$ cat src/rtl/simd_dotp_pkg.sv
`timescale 1ns/1ps
package simd_dotp_pkg;
  localparam int PREC_N = 4;

  typedef enum logic [1:0] {
    PREC_16 = 2'b00,
    PREC_8  = 2'b01,
    PREC_4  = 2'b10,
    PREC_2  = 2'b11
  } prec_e;

  typedef struct packed {
    logic              capture;
    logic [PREC_N-1:0] laneSel;
  } dotp_strobe_t;
endpackage

$ cat src/rtl/simd_dotp_ctrl.sv
`timescale 1ns/1ps
module simd_dotp_ctrl
  import simd_dotp_pkg::*;
(
  input  logic         clk,
  input  logic         rstN,
  input  logic         inValid,
  input  logic [1:0]   precSel,
  output dotp_strobe_t strobe,
  output logic         outValid
);
  // Decode the precision setting into a one-hot lane-width select.
  always_comb begin
    strobe.capture = inValid;
    strobe.laneSel = '0;
    for (int k = 0; k < PREC_N; k++) begin
      if (precSel == 2'(k)) strobe.laneSel[k] = 1'b1;
    end
  end

  always_ff @(posedge clk or negedge rstN) begin
    if (!rstN) outValid <= 1'b0;
    else       outValid <= inValid;
  end
endmodule

$ cat src/rtl/simd_dotp_datapath.sv
`timescale 1ns/1ps
module simd_dotp_datapath
  import simd_dotp_pkg::*;
#(
  parameter int DATA_W = 32,
  parameter int ACC_W  = 32,
  parameter int MAX_EW = 16
) (
  input  logic              clk,
  input  logic              rstN,
  input  dotp_strobe_t      strobe,
  input  logic [DATA_W-1:0] opA,
  input  logic [DATA_W-1:0] opB,
  input  logic [ACC_W-1:0]  accIn,
  input  logic              signA,
  input  logic              signB,
  output logic [ACC_W-1:0]  result
);
  logic [ACC_W-1:0] widthSum [PREC_N];

  // One reduction tree per element width; each is built from the same template.
  for (genvar k = 0; k < PREC_N; k++) begin : g_width
    localparam int EW = MAX_EW >> k;
    localparam int N  = DATA_W / EW;
    localparam int PW = 2 * EW + 2;
    logic [ACC_W-1:0] laneTotal;

    always_comb begin
      laneTotal = '0;
      for (int i = 0; i < N; i++) begin
        automatic logic [EW-1:0]        eA = opA[i*EW +: EW];
        automatic logic [EW-1:0]        eB = opB[i*EW +: EW];
        automatic logic signed [EW:0]   xA = {signA & eA[EW-1], eA};
        automatic logic signed [EW:0]   xB = {signB & eB[EW-1], eB};
        automatic logic signed [PW-1:0] prod = xA * xB;
        laneTotal = laneTotal + ACC_W'(prod);
      end
    end

    assign widthSum[k] = laneTotal;
  end

  logic [ACC_W-1:0] picked;
  always_comb begin
    picked = '0;
    for (int k = 0; k < PREC_N; k++) begin
      if (strobe.laneSel[k]) picked = picked | widthSum[k];
    end
  end

  always_ff @(posedge clk or negedge rstN) begin
    if (!rstN)               result <= '0;
    else if (strobe.capture) result <= accIn + picked;
  end
endmodule

$ cat src/rtl/simd_dotp_unit.sv
`timescale 1ns/1ps
module simd_dotp_unit
  import simd_dotp_pkg::*;
(
  input  logic        clk,
  input  logic        rstN,
  input  logic        inValid,
  input  logic [31:0] opA,
  input  logic [31:0] opB,
  input  logic [31:0] accIn,
  input  logic [1:0]  precSel,
  input  logic        signA,
  input  logic        signB,
  output logic        outValid,
  output logic [31:0] result
);
  dotp_strobe_t strobe;

  simd_dotp_ctrl u_ctrl (
    .clk(clk), .rstN(rstN), .inValid(inValid), .precSel(precSel),
    .strobe(strobe), .outValid(outValid)
  );

  simd_dotp_datapath #(.DATA_W(32), .ACC_W(32), .MAX_EW(16)) u_dp (
    .clk(clk), .rstN(rstN), .strobe(strobe), .opA(opA), .opB(opB),
    .accIn(accIn), .signA(signA), .signB(signB), .result(result)
  );
endmodule

$ cat config.mk
export PLATFORM = sky130hd
export DESIGN_NAME = simd_dotp_unit
export DESIGN_NICKNAME = d
export VERILOG_FILES = /design/src/rtl/simd_dotp_pkg.sv /design/src/rtl/simd_dotp_ctrl.sv /design/src/rtl/simd_dotp_datapath.sv /design/src/rtl/simd_dotp_unit.sv
export SDC_FILE = /design/constraint.sdc
export NUM_CORES = 2
export LEC_CHECK = 0
export BUFFER_PORTS_ARGS = -buffer_cell sky130_fd_sc_hd__buf_4
export CORE_MARGIN = 2
export CORE_UTILIZATION = 61
export CTS_BUF_LIST = sky130_fd_sc_hd__clkbuf_4
export CTS_CLUSTER_SIZE = 28
export DETAILED_ROUTE_END_ITERATION = 6
export HOLD_SLACK_MARGIN = 0.05
export PLACE_DENSITY = 0.93
export SLEW_MARGIN = 15
export SYNTH_ARGS = -nofsm -noshare
export SYNTH_HDL_FRONTEND = slang
export SYNTH_SLANG_ARGS = --single-unit
$ cat constraint.sdc
create_clock -name clk -period 0.8 [get_ports clk]
set_input_delay 0.04 -clock clk [delete_from_list [all_inputs] [get_ports clk]]
set_output_delay 0.04 -clock clk [all_outputs]
set_load 0.01 [all_outputs]
==> impl_metrics.csv, run 1 <==
group,metric,value,unit
global_route,grt_pass1_vias,69197,
clocking,clockBufferDepth,2,
clocking,cts_sinks,33,
synthesis,ys_seq_elements,33,
synthesis,ys_warn_count,0,
global_route,grt_usage,94.1,%
synthesis,syn_inst,5241,
clocking,cts_buffers,5,
synthesis,synthArstFlopShare,100,%
floorplanning,die_x,290,um
synthesis,synth_top_area_share,50.7,%
floorplanning,start_util,61.7,%
clocking,htreeDepth,2,
synthesis,synth.distinct_cells,65,
global_route,grt.overflow.total,6066,
run_status,status,"stopped before the end",
placement,place_congestion,1.17,
clocking,cts-root-buf,"clkbuf_4",
run_status,error,"[ERROR GRT-0116] Global routing finished with congestion. Check the congestion regions in the DRC Viewer.",
floorplanning,die-height,290,um
synthesis,syn_area,49700,um2
synthesis,synth_flop_cell,"dfrtp_1",
placement,post_dp_cell_area,60200,um2
synthesis,synth_area_leaders,"fa_1, ha_1, inv_1",
synthesis,synth_nets,7162,
synthesis,synth_seq_area_share,1.66,%
synthesis,synth_edf_count,0,
global_route,grt_pass1_wl,548,mm
global_route,grt_start_max_net_pins,34,
placement,dp_hpwl,190,mm
floorplanning,io_pins,136,
run_status,stop_stage,"global routing",
floorplanning,num_rows,104,
synthesis,synth_top_area_cell,"fa_1",
placement,port_buffers,135,
synthesis,syn_area_per_cell,9.49,um2
==> metal layers <==
metal	GRT overflow	track usage (%)
met1	1905	93.7
met2	1969	99.5
met3	1260	95.3
met4	702	82.0
met5	230	92.8
==> cell families after synthesis <==
group	count (synthesis)	share of synthesized area [%]
fa+ha+maj	1818	64.7
buf+inv	1740	13.1
simple gates	936	9.23
compound gates	389	5.04
xor+xnor	285	5.02
mux	40	1.17
flops	33	1.66
==> through the flow <==
step                      instances  setup TNS (ns)  util (%)  setup slack, ns
after global placement         7414         -288.48      74.7           -10.32
after CTS                      7462         -296.17      76.1           -10.47
after detailed placement       7414         -306.72      74.7           -11.13
after floorplan                5241         -273.61         -            -9.92
==> synthesized netlist by cell type, types with 16 or more instances <==
master / n
and3_1: 35
a21oi_1: 128
and2_1: 240
o21a_1: 16
a21o_1: 63
dfrtp_1: 33
nand3_1: 28
xnor2_1: 223
nand2b_1: 30
mux2_2: 23
o21bai_1: 29
nand2_1: 388
ha_1: 558
nor2b_1: 17
clkbuf_1: 132
xor2_1: 62
nor2_1: 105
or2_2: 56
o21ai_0: 67
fa_1: 1260
inv_1: 1606
==> repair_timing <==
action / in CTS
resized for setup: 162
hold buffers: 2
setup endpoints to repair: 65
buffers inserted: 40
pin swaps: 87
gates cloned: 0
hold endpoints to repair: 36
==> inputs of run 2 (changes only) <==
--- a/config.mk
+++ b/config.mk
@@ -7,12 +7,9 @@
 export LEC_CHECK = 0
 export BUFFER_PORTS_ARGS = -buffer_cell sky130_fd_sc_hd__buf_4
 export CORE_MARGIN = 2
-export CORE_UTILIZATION = 61
-export CTS_BUF_LIST = sky130_fd_sc_hd__clkbuf_4
-export CTS_CLUSTER_SIZE = 28
+export CORE_UTILIZATION = 40
 export DETAILED_ROUTE_END_ITERATION = 6
-export HOLD_SLACK_MARGIN = 0.05
-export PLACE_DENSITY = 0.93
+export PLACE_DENSITY_LB_ADDON = 0.15
 export SLEW_MARGIN = 15
 export SYNTH_ARGS = -nofsm -noshare
 export SYNTH_HDL_FRONTEND = slang
==> constraint.sdc (replaced) <==
create_clock -name clk -period 1 [get_ports clk]
set_input_delay 0.05 -clock clk [delete_from_list [all_inputs] [get_ports clk]]
set_output_delay 0.05 -clock clk [all_outputs]
set_load 0.01 [all_outputs]
==> impl_metrics.csv, run 2 <==
group,metric,value,unit
clocking,cts_tree,"done",
global_route,grt_antenna_before_repair,3,
detailed_routing,routed_via_density,4.83,
global_route,grt_pass1_vias,43305,
placement,port_buffers,135,
synthesis,synth_edf_count,0,
run_status,status,"finished, violations left",
worst_hold_path,holdCritPathClass,"input pin to flop",
detailed_routing,route.vias.total,39164,
cells_and_area,finalNetCount,8389,
sta,fin_skew,0,ns
global_route,grt.overflow.total,0,
setup_path,reg2reg_from,"u_dp.result[6]",
synthesis,synth_flop_cell,"dfrtp_1",
clocking,cts_buffers,5,
synthesis,ys_seq_elements,33,
floorplanning,die-height,357,um
setup_path,critPathSlowestCell,"fa_1",
floorplanning,die_x,357,um
setup_path,critPathKind,"input pin to flop",
synthesis,synth.distinct_cells,65,
setup_path,worstPathRequired,1.19,ns
sta,rsz0062_at_grt,"true",
floorplanning,io_pins,136,
detailed_routing,ant_nets,0,
floorplanning,core_area,123000,um2
sta,period_minus_slack,10.98,ns
placement,dp_hpwl,173,mm
clocking,cts_sinks,33,
setup_path,critPathMaxFanout,4,
detailed_routing,dr.pass1.iters,5,
synthesis,syn_area_per_cell,9.49,um2
clocking,clockBufferDepth,2,
sta,post-route-period-util,1100,%
synthesis,synth_top_area_cell,"fa_1",
run,maxCapViolations,0,
cells_and_area,multi_input_area,43500,um2
synthesis,ys_warn_count,0,
sta,fmax,91.0,MHz
cells_and_area,regMostFlops,"u_dp.result",
detailed_routing,drt_iter0_drc,2730,
floorplanning,start_util,40.3,%
synthesis,synth_seq_area_share,1.66,%
worst_hold_path,whs_path_depth,2,
setup_path,max_stage_delay,0.52,ns
placement,place_ws,-10.47,ns
setup_path,cp_common_cell,"fa_1",
setup_path,cp-start-kind,"input pin",
worst_hold_path,min-delay-start,"inValid",
worst_hold_path,min_to,"u_dp.result[26]",
sta,whs,0.127,ns
placement,place_congestion,1.01,
cells_and_area,final_common_cell,"inv_1",
global_route,grt_usage,30.6,%
sta,relSlewSlack,47.7,%
synthesis,synth_top_area_share,50.7,%
synthesis,syn_area,49700,um2
synthesis,synth_nets,7162,
setup_path,r2r_cells,1,
detailed_routing,wl_per_cell,23.2,um
synthesis,syn_inst,5241,
sta,finalHoldViolCount,0,
floorplanning,dieArea,127000,um2
synthesis,synthArstFlopShare,100,%
cells_and_area,post-route-util,51.1,%
synthesis,synth_area_leaders,"fa_1, ha_1, inv_1",
synthesis,synth_most_common_cell,"inv_1",
cells_and_area,drive_gt1_share,25.1,%
cells_and_area,register_area,826,um2
cells_and_area,largest_register_ffs,32,
detailed_routing,drc,0,
setup_path,crit_path_end_kind,"flop",
sta,final.setup.tns,-275.72,ns
synthesis,synth_common_cells,"inv_1, fa_1, ha_1, nand2_1, and2_1",
cells_and_area,final_cell_mix,"inv_1, buf_4, fa_1, ha_1, nand2_1",
clocking,clk_pin_slew,0.06,ns
detailed_routing,totalWireLength,188,mm
run_status,failed_checks,"setup timing",
clocking,cts-root-buf,"clkbuf_16",
setup_path,reg2reg_slack,0.18,ns
cells_and_area,n_fill_cell,11824,
setup_path,timing.rr.end,"u_dp.result[6]",
global_route,grt_pass1_wl,280,mm
setup_path,arrival,11.18,ns
sta,maxSlewViolCount,0,
clocking,htreeDepth,2,
sta,setup_viol,32,
sta,setup_ws,-9.98,ns
global_route,grt_start_max_net_pins,34,
floorplanning,num_rows,129,
clocking,worstSkewPairLatency,0.28,ns
cells_and_area,top_regs,"u_dp.result: 32 flops, u_ctrl.outValid: 1 flops",
cells_and_area,syn_to_final_growth,26.7,%
sta,worst_slew_pin_slew,0.774,ns
==> run 2: cell counts after synthesis <==
Identical to the previous run, type by type.
==> run 2: cell families (layout without fill, tap and decap cells) <==
family,after synthesis,count (layout),share of synthesized area (%)
xor+xnor,285,285,5.02
simple gates,936,936,9.23
fa+ha+maj,1818,1818,64.7
other cells,0,1,0
compound gates,389,389,5.04
mux,40,40,1.17
buf+inv,1740,2968,13.1
flops,33,33,1.66
==> run 2: critical path: cells and delay by family <==
family	cells	cell delay [ns]
AOI/OAI and AO/OA	18	3.11
and+or+nand+nor	4	0.53
adders and majority gates	14	6.04
muxes	1	0.52
buffers and inverters	9	0.76
xor gates and xnor gates	1	0.14
==> run 2: how the worst max path moves through the flow <==
| stage | slack [ns] | endpoint | from | depth (start not counted) |
|---|---|---|---|---|
| floorplan | -9.73 | u_dp.result[28] | signA | 46 |
| global placement | -10.44 | u_dp.result[28] | opB[2] | 47 |
| detailed placement | -10.47 | u_dp.result[28] | opB[2] | 45 |
| CTS | -9.97 | u_dp.result[31] | opA[3] | 45 |
| global route | -10.32 | u_dp.result[28] | opA[3] | 47 |
| finish | -9.98 | u_dp.result[28] | opA[3] | 47 |
==> run 2: layout make-up <==
| cell class | count | area share, % |
|---|---|---|
| Antenna cell | 1 | 0.00397 |
| Sequential cell | 33 | 1.31 |
| Clock inverter | 2 | 0.0595 |
| Timing Repair Buffer | 1354 | 16.6 |
| Inverter | 1606 | 9.57 |
| Tap cell | 1637 | 3.25 |
| Multi-Input combinational cell | 3468 | 69.0 |
| Clock buffer | 6 | 0.220 |
==> run 2: per-layer routing <==
layer  wire (um)  vias to the layer above  track usage, %
met5           0                        -               0
li1            -                    17753               -
met3       11200                      220            3.99
met1       80000                    20181            41.5
met2       88600                     1010            50.6
met4        8120                        0            9.98
==> run 2: timing repair <==
| item | 4_1_cts | 5_1_grt |
|---|---|---|
| pin swaps | 112 | 75 |
| setup endpoints to repair | 32 | 32 |
| endpoints found under the hold margin | 33 | 0 |
| buffers inserted | 30 | 14 |
| hold buffers | 1 | 0 |
| gates resized for setup | 159 | 56 |
==> run 2: per-stage QoR <==
stage               cell area (um2)  instances
global placement              61600       8067
finish                        63000       8107
floorplan                     50100       5241
global route                  63000       8106
detailed placement            61600       8067
CTS                           62800       8101
Power of run 2 is left out: the tool's default activity adds up to more than one toggle a clock period on the data nets, which glitch-free logic cannot reach.
